File: src/rtl/bm_pkg.sv
package bm_pkg;
  localparam int PH_W = 3;
  localparam logic [PH_W-1:0] PH_MSG_OUT = 3'b110;
  localparam logic [PH_W-1:0] PH_MSG_IN  = 3'b111;

  typedef enum logic [2:0] {
    ST_IDLE,
    ST_PEER_HI,   // initiator: wait REQ high
    ST_MEM_RD,    // fetch byte from memory side
    ST_MEM_WR,    // push byte to memory side
    ST_OWN_HI,    // own strobe asserted
    ST_PEER_LO    // target: REQ dropped, wait ACK low
  } bm_state_e;
endpackage

File: src/rtl/bm_sync.sv
module bm_sync #(
  parameter int WIDTH  = 1,
  parameter int STAGES = 2
) (
  input  logic             clk_i,
  input  logic             rst_ni,
  input  logic [WIDTH-1:0] d_i,
  output logic [WIDTH-1:0] q_o
);
  logic [WIDTH-1:0] stg_q [STAGES];

  for (genvar s = 0; s < STAGES; s++) begin : g_stg
    always_ff @(posedge clk_i or negedge rst_ni) begin
      if (!rst_ni) stg_q[s] <= '0;
      else if (s == 0) stg_q[s] <= d_i;
      else stg_q[s] <= stg_q[(s > 0) ? s - 1 : 0];
    end
  end

  assign q_o = stg_q[STAGES-1];
endmodule

File: src/rtl/bm_byte_ctr.sv
module bm_byte_ctr #(
  parameter int CNT_W = 24
) (
  input  logic             clk_i,
  input  logic             rst_ni,
  input  logic             load_i,
  input  logic [CNT_W-1:0] load_val_i,
  input  logic             dec_i,
  output logic [CNT_W-1:0] cnt_o,
  output logic             last_o
);
  logic [CNT_W-1:0] cnt_q;

  always_ff @(posedge clk_i or negedge rst_ni) begin
    if (!rst_ni)     cnt_q <= '0;
    else if (load_i) cnt_q <= load_val_i;
    else if (dec_i)  cnt_q <= cnt_q - CNT_W'(1);
  end

  assign cnt_o  = cnt_q;
  assign last_o = (cnt_q == CNT_W'(1));

  a_r5_dec_by_one: assert property (@(posedge clk_i) disable iff (!rst_ni)
    (!$stable(cnt_q) && !$past(load_i)) |-> (cnt_q == $past(cnt_q) - CNT_W'(1)));
  a_r5_no_underflow: assert property (@(posedge clk_i) disable iff (!rst_ni)
    dec_i |-> (cnt_q != '0));
endmodule

File: src/rtl/scsi_blkmove_engine.sv
module scsi_blkmove_engine
  import bm_pkg::*;
#(
  parameter int CNT_W       = 24,
  parameter int DATA_W      = 8,
  parameter int SYNC_STAGES = 2
) (
  input  logic                  clk_i,
  input  logic                  rst_ni,
  input  logic                  start_i,
  input  logic [CNT_W+PH_W-1:0] cmd_i,
  input  logic                  target_mode_i,
  input  logic                  set_atn_i,
  input  logic                  clr_ack_i,
  output logic                  busy_o,
  output logic                  done_o,
  output logic                  irq_o,
  output logic [CNT_W-1:0]      cnt_o,
  input  logic                  req_i,
  input  logic                  ack_i,
  input  logic [PH_W-1:0]       phase_i,
  output logic                  req_o,
  output logic                  ack_o,
  output logic                  atn_o,
  output logic [PH_W-1:0]       phase_o,
  input  logic [DATA_W-1:0]     bus_data_i,
  output logic [DATA_W-1:0]     bus_data_o,
  output logic                  bus_data_oe_o,
  input  logic                  mem_rd_valid_i,
  input  logic [DATA_W-1:0]     mem_rd_data_i,
  output logic                  mem_rd_ready_o,
  output logic                  mem_wr_valid_o,
  output logic [DATA_W-1:0]     mem_wr_data_o,
  input  logic                  mem_wr_ready_i
);
  localparam int PH_LSB = CNT_W;
  localparam int SYN_W  = PH_W + 2;

  // synchronized bus inputs
  logic [SYN_W-1:0] syn_d, syn_q;
  logic             req_s, ack_s;
  logic [PH_W-1:0]  phase_s;

  assign syn_d = {req_i, ack_i, phase_i};

  bm_sync #(.WIDTH(SYN_W), .STAGES(SYNC_STAGES)) u_sync (
    .clk_i (clk_i),
    .rst_ni(rst_ni),
    .d_i   (syn_d),
    .q_o   (syn_q)
  );

  assign {req_s, ack_s, phase_s} = syn_q;

  // command fields
  logic [PH_W-1:0]  cmd_phase;
  logic [CNT_W-1:0] cmd_cnt;
  logic             start_tx;

  assign cmd_phase = cmd_i[PH_LSB +: PH_W];
  assign cmd_cnt   = cmd_i[CNT_W-1:0];
  assign start_tx  = (cmd_phase[0] == target_mode_i);

  bm_state_e         state_q, state_d, nxt_byte;
  logic [PH_W-1:0]   phase_q;
  logic              target_q, tx_q;
  logic [DATA_W-1:0] data_q;
  logic              ack_hold_q, atn_q, done_q, irq_q;

  logic load, dec, last, finish;
  logic done_d, irq_d, cap_bus, cap_mem, atn_clr, hold_set;
  logic peer_s;

  bm_byte_ctr #(.CNT_W(CNT_W)) u_ctr (
    .clk_i     (clk_i),
    .rst_ni    (rst_ni),
    .load_i    (load),
    .load_val_i(cmd_cnt),
    .dec_i     (dec),
    .cnt_o     (cnt_o),
    .last_o    (last)
  );

  assign peer_s   = target_q ? ack_s : req_s;
  assign nxt_byte = target_q ? (tx_q ? ST_MEM_RD : ST_OWN_HI) : ST_PEER_HI;

  always_comb begin
    state_d  = state_q;
    load     = 1'b0;
    dec      = 1'b0;
    done_d   = 1'b0;
    irq_d    = 1'b0;
    cap_bus  = 1'b0;
    cap_mem  = 1'b0;
    atn_clr  = 1'b0;
    hold_set = 1'b0;
    finish   = 1'b0;
    unique case (state_q)
      ST_IDLE: begin
        if (start_i) begin
          load = 1'b1;
          if (cmd_cnt == '0)      done_d  = 1'b1;
          else if (target_mode_i) state_d = start_tx ? ST_MEM_RD : ST_OWN_HI;
          else                    state_d = ST_PEER_HI;
        end
      end
      ST_PEER_HI: begin
        if (peer_s) begin
          if (phase_s != phase_q) begin
            irq_d   = 1'b1;
            state_d = ST_IDLE;
          end else if (tx_q) begin
            state_d = ST_MEM_RD;
          end else begin
            cap_bus = 1'b1;
            state_d = ST_MEM_WR;
          end
        end
      end
      ST_MEM_RD: begin
        if (mem_rd_valid_i) begin
          cap_mem = 1'b1;
          state_d = ST_OWN_HI;
          // drop attention as the last message-out ACK goes up
          atn_clr = !target_q && last && (phase_q == PH_MSG_OUT);
        end
      end
      ST_MEM_WR: begin
        if (mem_wr_ready_i) begin
          if (target_q) finish  = 1'b1;
          else          state_d = ST_OWN_HI;
        end
      end
      ST_OWN_HI: begin
        if (target_q) begin
          if (peer_s) begin
            cap_bus = !tx_q;
            state_d = ST_PEER_LO;
          end
        end else if (!peer_s) begin
          finish   = 1'b1;
          hold_set = last && (phase_q == PH_MSG_IN);
        end
      end
      ST_PEER_LO: begin
        if (!peer_s) begin
          if (tx_q) finish  = 1'b1;
          else      state_d = ST_MEM_WR;
        end
      end
      default: state_d = ST_IDLE;
    endcase
    if (finish) begin
      dec = 1'b1;
      if (last) begin
        done_d  = 1'b1;
        state_d = ST_IDLE;
      end else begin
        state_d = nxt_byte;
      end
    end
  end

  always_ff @(posedge clk_i or negedge rst_ni) begin
    if (!rst_ni) begin
      state_q    <= ST_IDLE;
      phase_q    <= '0;
      target_q   <= 1'b0;
      tx_q       <= 1'b0;
      data_q     <= '0;
      ack_hold_q <= 1'b0;
      atn_q      <= 1'b0;
      done_q     <= 1'b0;
      irq_q      <= 1'b0;
    end else begin
      state_q <= state_d;
      done_q  <= done_d;
      irq_q   <= irq_d;
      if (load) begin
        phase_q  <= cmd_phase;
        target_q <= target_mode_i;
        tx_q     <= start_tx;
      end
      if (cap_bus)      data_q <= bus_data_i;
      else if (cap_mem) data_q <= mem_rd_data_i;
      // taking the hold wins over a same-cycle clear
      if (hold_set)       ack_hold_q <= 1'b1;
      else if (clr_ack_i) ack_hold_q <= 1'b0;
      if (set_atn_i)    atn_q <= 1'b1;
      else if (atn_clr) atn_q <= 1'b0;
    end
  end

  assign busy_o         = (state_q != ST_IDLE);
  assign done_o         = done_q;
  assign irq_o          = irq_q;
  assign req_o          = target_q && (state_q == ST_OWN_HI);
  assign ack_o          = (!target_q && (state_q == ST_OWN_HI)) || ack_hold_q;
  assign atn_o          = atn_q;
  assign phase_o        = (target_q && busy_o) ? phase_q : '0;
  assign bus_data_o     = data_q;
  assign bus_data_oe_o  = busy_o && tx_q;
  assign mem_rd_ready_o = (state_q == ST_MEM_RD);
  assign mem_wr_valid_o = (state_q == ST_MEM_WR);
  assign mem_wr_data_o  = data_q;

  a_r3_irq_keeps_count: assert property (@(posedge clk_i) disable iff (!rst_ni)
    irq_o |-> $stable(cnt_o));
  a_r5_done_not_busy: assert property (@(posedge clk_i) disable iff (!rst_ni)
    done_o |-> !busy_o);
  a_r6_zero_count_done: assert property (@(posedge clk_i) disable iff (!rst_ni)
    (start_i && !busy_o && cmd_cnt == '0) |=> (done_o && !busy_o));
  a_r7_ack_after_req: assert property (@(posedge clk_i) disable iff (!rst_ni)
    ($rose(ack_o) && !target_q) |-> req_s);
  a_r8_atn_drop_last: assert property (@(posedge clk_i) disable iff (!rst_ni)
    $fell(atn_o) |-> (ack_o && phase_q == PH_MSG_OUT && cnt_o == CNT_W'(1)));
  a_r9_ack_hold_kept: assert property (@(posedge clk_i) disable iff (!rst_ni)
    (ack_hold_q && !clr_ack_i) |=> ack_o);
endmodule

File: config.mk
export PLATFORM = sky130hd
export DESIGN_NAME = scsi_blkmove_engine
export DESIGN_NICKNAME = d
export VERILOG_FILES = /design/src/rtl/bm_pkg.sv /design/src/rtl/bm_sync.sv /design/src/rtl/bm_byte_ctr.sv /design/src/rtl/scsi_blkmove_engine.sv
export SDC_FILE = /design/constraint.sdc
export NUM_CORES = 1
export LEC_CHECK = 0
export ABC_CLOCK_PERIOD_IN_PS = 2250
export BUFFER_PORTS_ARGS = -buffer_cell sky130_fd_sc_hd__buf_2
export CELL_PAD_IN_SITES_DETAIL_PLACEMENT = 1
export CELL_PAD_IN_SITES_GLOBAL_PLACEMENT = 1
export CORE_ASPECT_RATIO = 0.7
export CORE_MARGIN = 3
export CORE_UTILIZATION = 34
export CTS_CLUSTER_DIAMETER = 30
export DETAILED_ROUTE_END_ITERATION = 10
export PLACE_DENSITY = 0.81
export SETUP_SLACK_MARGIN = 0.3
export SLEW_MARGIN = 20
export SYNTH_ARGS = -nofsm -noshare
export SYNTH_HDL_FRONTEND = slang
export SYNTH_SLANG_ARGS = --single-unit
File: constraint.sdc
create_clock -name clk_i -period 2.25 [get_ports clk_i]
set_clock_uncertainty 0.2 [all_clocks]
set_input_delay 0.3375 -clock clk_i [delete_from_list [all_inputs] [get_ports clk_i]]
set_output_delay 0.3375 -clock clk_i [all_outputs]
set_load 0.01 [all_outputs]
# After elaboration in Yosys (flattened, before gate mapping)
# Index checks and enable logic that the tools add are counted.
# totals
register_bits,54
input_bits,56
output_inout_bits,52
wordCells,111
# classes
add_sub_neg,1
n_eq_ne,20
muxes,60
n_reduce_logical,18
# ops
operator,count
$mux W3,17
$mux W24,2
$mux W1,35
$eq A24 B1 Y1 const B,1
$logic_not A24 Y1,1
$sub A24 B1 Y24 const B,1
$ne A3 B3 Y1 const B,7
$pmux W3 S6,1
$mux W8,2
$eq A3 B3 Y1 const B,4
$reduce_and A10 Y1,1
$reduce_bool A2 Y1,4
$logic_and A1 B1 Y1,7
$eq A3 B2 Y1 const B,2
$ne A3 B2 Y1 const B,2
$eq A3 B1 Y1 const B,1
$logic_not A3 Y1,1
$ne A3 B1 Y1 const B,1
$ne A3 B3 Y1,1
$pmux W1 S3,1
$reduce_bool A3 Y1,1
$logic_not A1 Y1,2
$mux W2,1
$pmux W1 S2,1
other kinds (2),2

# Logic depth before layout (Yosys ltp)
# depth
word_depth,7
depth_mapped,8
ltp_nobuf,7

# By module
# A second synthesis with hierarchy kept.
# unflattened
hier_cells,311
area_unflattened_um2,3031.7
# modules_own_cells
mod,n_inst,cells_per_inst,area_each_um2,seq_area_each_um2
bm_byte_ctr,1,154,1385.1,600.6
scsi_blkmove_engine,1,142,1358.8,500.5
bm_sync,1,15,287.8,250.2

# Worst setup path before layout
# OpenSTA, ideal clock, no wires.
# synth_path
kind,flip-flop to flip-flop
start,"reg u_ctr.cnt_q[13], in the netlist u_ctr.cnt_o[13]"
end,"reg u_ctr.cnt_q[22], in the netlist u_ctr.cnt_o[22]"
setup_ns,0.069
arrival_time_ns,2.151
required_time_ns,1.981
slack_ns,-0.171
path_stages_with_launch,6
n_path_buf,0
period_less_slack_ns,2.421
path_cell_list,dfrtp_1 -> or4_4 -> or3_4 -> or2_0 -> or4b_1 -> nand3_1
# synth_via
elab_chain_cells,3
# synth_lines
item,line,source
"start, declared",bm_byte_ctr.sv:12,logic [CNT_W-1:0] cnt_q;
"start signal, assigned",bm_byte_ctr.sv:16,else if (load_i) cnt_q <= load_val_i;
"start signal, assigned",bm_byte_ctr.sv:17,else if (dec_i) cnt_q <= cnt_q - CNT_W'(1);
$sub A24 B1 Y24,bm_byte_ctr.sv:17,
$mux W24,bm_byte_ctr.sv:17,
$mux W24,bm_byte_ctr.sv:16,
# Every way passes these cells. The select of a mux whose other input is x is not followed.
# A chain may end at the register's enable or synchronous reset.

# Worst setup path after layout
# layout_path
start,"reg u_ctr.cnt_q[14], in the netlist u_ctr.cnt_o[14]"
end,"reg u_ctr.cnt_q[19], in the netlist u_ctr.cnt_o[19]"
# Same word-level chain as after synthesis.

==> results.sh <==
export IMPL_outcome="complete, but fails checks"
export IMPL_violations="setup timing"
export IMPL_syn_num_nets=378
export IMPL_setup_violations=16
export IMPL_synth_seq_cells=54
export IMPL_cp_end_kind="flip-flop"
export IMPL_grt_first_pass_wirelength_microns=22320
export IMPL_pwr_share_seq_pct=25.1
export IMPL_finalMaxSlewViolations=0
export IMPL_io_pins=108
export IMPL_worst_slack_ns=-0.3647
export IMPL_cts_inserted_buffers=5
export IMPL_layout_cells_most_common_list="101 x buf_2, 63 x buf_4, 47 x dfrtp_1"
export IMPL_vdd_drop_max_v=0.0005143
export IMPL_synthToLayoutAreaGrowth_pct=77.76
export IMPL_cp_arrival_ns=2.59
export IMPL_cap_viol_max_count=0
export IMPL_synth_area_top_cells="dfrtp_1 44%, mux2_2 6.5%, nand2_1 3.9%"
export IMPL_crit_chain="or4_4 > buf_6 > nor4b_4 > buf_4 > nand3_1 > mux2_4 > a221o_1"
export IMPL_min_period_over_period_pct=116.2
export IMPL_clock_sinks=54
export IMPL_hold_viol_final=0
export IMPL_yosys_area_top_type="dfrtp_1"
export IMPL_layout_commonest_cell="buf_2"
export IMPL_cts_root_buf="clkbuf_16"
export IMPL_async_reset_ff_share_pct=100.0
export IMPL_place_inst=563
export IMPL_syn_inst=318
export IMPL_timing_fmax_mhz=382.5
export IMPL_synth_cell_type_count=57
export IMPL_grt_use_total_pct=27.92
export IMPL_hp_class="input port to flip-flop"
export IMPL_rsz0062_at_grt="true"
export IMPL_core_area_sq_mm=0.008653
export IMPL_layout_nets=578
export IMPL_final_cells=640
export IMPL_p_sw_mw=3.359
export IMPL_clk_pin_slew_ns=0.08
export IMPL_cp_top_family="simple AND/OR/NAND/NOR gates"
export IMPL_yosys_area_top_type_share_pct=43.60
export IMPL_grt_ovfl_total=0
export IMPL_worstPathBufferInverterCount=2
export IMPL_critPathRequiredTime_ns=2.23
export IMPL_slowest_delay_ns=0.58
export IMPL_fp_dieW_microns=120.1
export IMPL_port_buffers=107
export IMPL_dr_pass1_iters=6
export IMPL_hpwl_microns=8446
export IMPL_h_tree_depth=2
export IMPL_post_drt_via_cell_ratio=6.133
export IMPL_drc=0
export IMPL_power_density_mw_per_mm2=1363
export IMPL_post_place_ws_ns=-0.1783
export IMPL_clock_latency_ns=0.31
export IMPL_ys_seq_area_share_pct=43.60
export IMPL_max_slew_margin_pct=61.46
export IMPL_grt_pass1_vias=3904
export IMPL_internal_power_mw=4.152
export IMPL_die_area_sq_mm=0.01032
export IMPL_slowest_stage="or4_4"
export IMPL_syn_avg_cell_area_sq_um=9.746
export IMPL_final_layout_size_suffix_gt1_share_pct=64.16
export IMPL_wl_microns=17530
export IMPL_dieHeight_microns=85.88
export IMPL_cp_start_kind="flip-flop"
export IMPL_place_congestion=0.8358
export IMPL_path_max_fanout=2
export IMPL_start_util_pct=35.82
export IMPL_p_leak_nw=2.508
export IMPL_netSwitchingFraction_pct=44.72
export IMPL_detail_route_antenna_nets=0
export IMPL_drt_iter0_markers=390
export IMPL_worst_pin_slew_ns=0.5746
export IMPL_placementRows=28
export IMPL_worstSetupPathType="flip-flop to flip-flop"
export IMPL_synth_edf_count=0
export IMPL_vias=3925
export IMPL_period_needed_ns=2.615
export IMPL_drt_wirelength_per_cell_microns=27.38
export IMPL_synth_area_sq_mm=0.003099
export IMPL_synth_ff_type="dfrtp_1"
export IMPL_p_clk_share_pct=12.4
export IMPL_tritoncts="done"
export IMPL_grt_max_degree=55
export IMPL_power_frac_comb_pct=62.5
export IMPL_clock_path_buffers=2
export IMPL_grt_antenna_before_repair=1
export IMPL_yosys_warnings=0
-- flip-flops by register name (all words and copies together) (netlist names), 3 cells and up --
name,cells
u_ctr.cnt_o,24
state_q,3
u_sync.q_o,5
u_sync.stg_q,5
bus_data_o,8
phase_q,3
-- synth_stat cells (3+ instances only) --
master,n
nand4_1,3
inv_1,9
a221o_1,7
buf_4,9
xnor2_1,3
o211ai_1,8
and2_1,5
nor2b_1,3
nor4b_1,3
o21ai_0,16
or3_1,3
dfrtp_1,54
and3_1,4
nand3_1,10
mux2_2,18
nand2b_1,4
a31oi_1,7
or2_2,5
nand2_1,32
ha_1,4
nor3_1,6
nor4_1,10
o311ai_0,8
nor2_1,22
clkbuf_1,13
or4_1,6
o22ai_1,4
mux2i_1,3
-- routing by layer --
layer,GRT usage (%),part of all wire (%),up-vias
met2,47.40,48,290
met3,5.933,8.7,83
li1,-,-,1595
met1,35.69,38,1957
met5,0,0,-
met4,9.459,5.4,0
-- through the flow --
| step | setup TNS [ns] | hold slack (ns) | instance area [sq um] | util (%) | total power [mW] |
|---|---|---|---|---|---|
| 3_5_place_dp | -0.7752 | 0.1378 | 4099 | 47.37 | 4.603 |
| 2_1_floorplan | -0.4204 | -0.1581 | 3236 | - | 3.412 |
| 3_3_place_gp | -0.3516 | 0.1339 | 4099 | 47.37 | 4.430 |
| 5_1_grt | -4.455 | 0.03277 | 5509 | 63.66 | 7.788 |
| 6_report | -3.620 | 0.02923 | 5509 | 63.66 | 7.510 |
| 4_1_cts | -1.533 | 0.01810 | 5085 | 58.76 | 6.530 |
-- final cells by class --
class                   instances  area, sq um
clock buffers                   5        125.1
well taps                     120        150.1
diodes                          1        2.502
fillers                       944         3144
multi-input cells             229         2152
clock inverters                 3        43.79
inverters                       9        33.78
repair buffers                219         1642
flip-flops and latches         54         1360
-- worst reg2reg max path, delay by kind of cell (launching register included) --
family / cells / cell delay [ns]
flip-flops: 1 / 0.39
multiplexers: 1 / 0.30
buffers and inverters: 2 / 0.34
AND/OR/NAND/NOR: 3 / 0.92
AO/OA/AOI/OAI: 1 / 0.35
-- logic make-up (layout without fill, tap and decap cells) --
kind of cell | Yosys count | after routing | synth area share, %
other | 0 | 1 | 0
AO/OA/AOI/OAI | 70 | 70 | 16.88
flip-flops | 54 | 54 | 43.60
adder cells (fa/ha/maj) | 4 | 4 | 1.615
XOR/XNOR | 5 | 5 | 1.413
multiplexers | 21 | 21 | 7.509
AND/OR/NAND/NOR | 129 | 129 | 23.09
buffers and inverters | 35 | 236 | 5.894
-- worst paths after layout --
kind	to	slack, ns	from	cells past startpoint
worst max-delay path	u_ctr.cnt_o[19]	-0.36	u_ctr.cnt_o[14]	7
worst min-delay path	phase_q[2]	0.03	cmd_i[26]	3
worst max register to register	u_ctr.cnt_o[19]	-0.36	u_ctr.cnt_o[14]	7
worst min register to register	u_sync.q_o[2]	0.15	u_sync.stg_q[7]	0
max in group asynchronous	state_q[1]	1.21	rst_ni	3
min in group asynchronous	u_ctr.cnt_o[14]	0.36	rst_ni	3
-- power groups by stage --
| stage | clock network, mW | registers [mW] | logic [mW] |
|---|---|---|---|
| 2_1_floorplan | 0 | 1.84 | 1.58 |
| 3_3_place_gp | 0 | 1.69 | 2.74 |
| 3_5_place_dp | 0 | 1.73 | 2.87 |
| 4_1_cts | 0.927 | 1.76 | 3.84 |
| 5_1_grt | 0.987 | 1.92 | 4.88 |
| 6_report | 0.931 | 1.88 | 4.69 |
-- timing repair --
item | 4_1_cts | 5_1_grt
endpoints found under the setup margin | 45 | 48
gates cloned | 2 | 0
buffers inserted | 38 | 22
pin swaps | 42 | 29
resized for setup | 111 | 56
hold endpoints to repair | 59 | 0
hold buffers | 6 | 0
No activity file was read; power rests on OpenSTA's default activity.
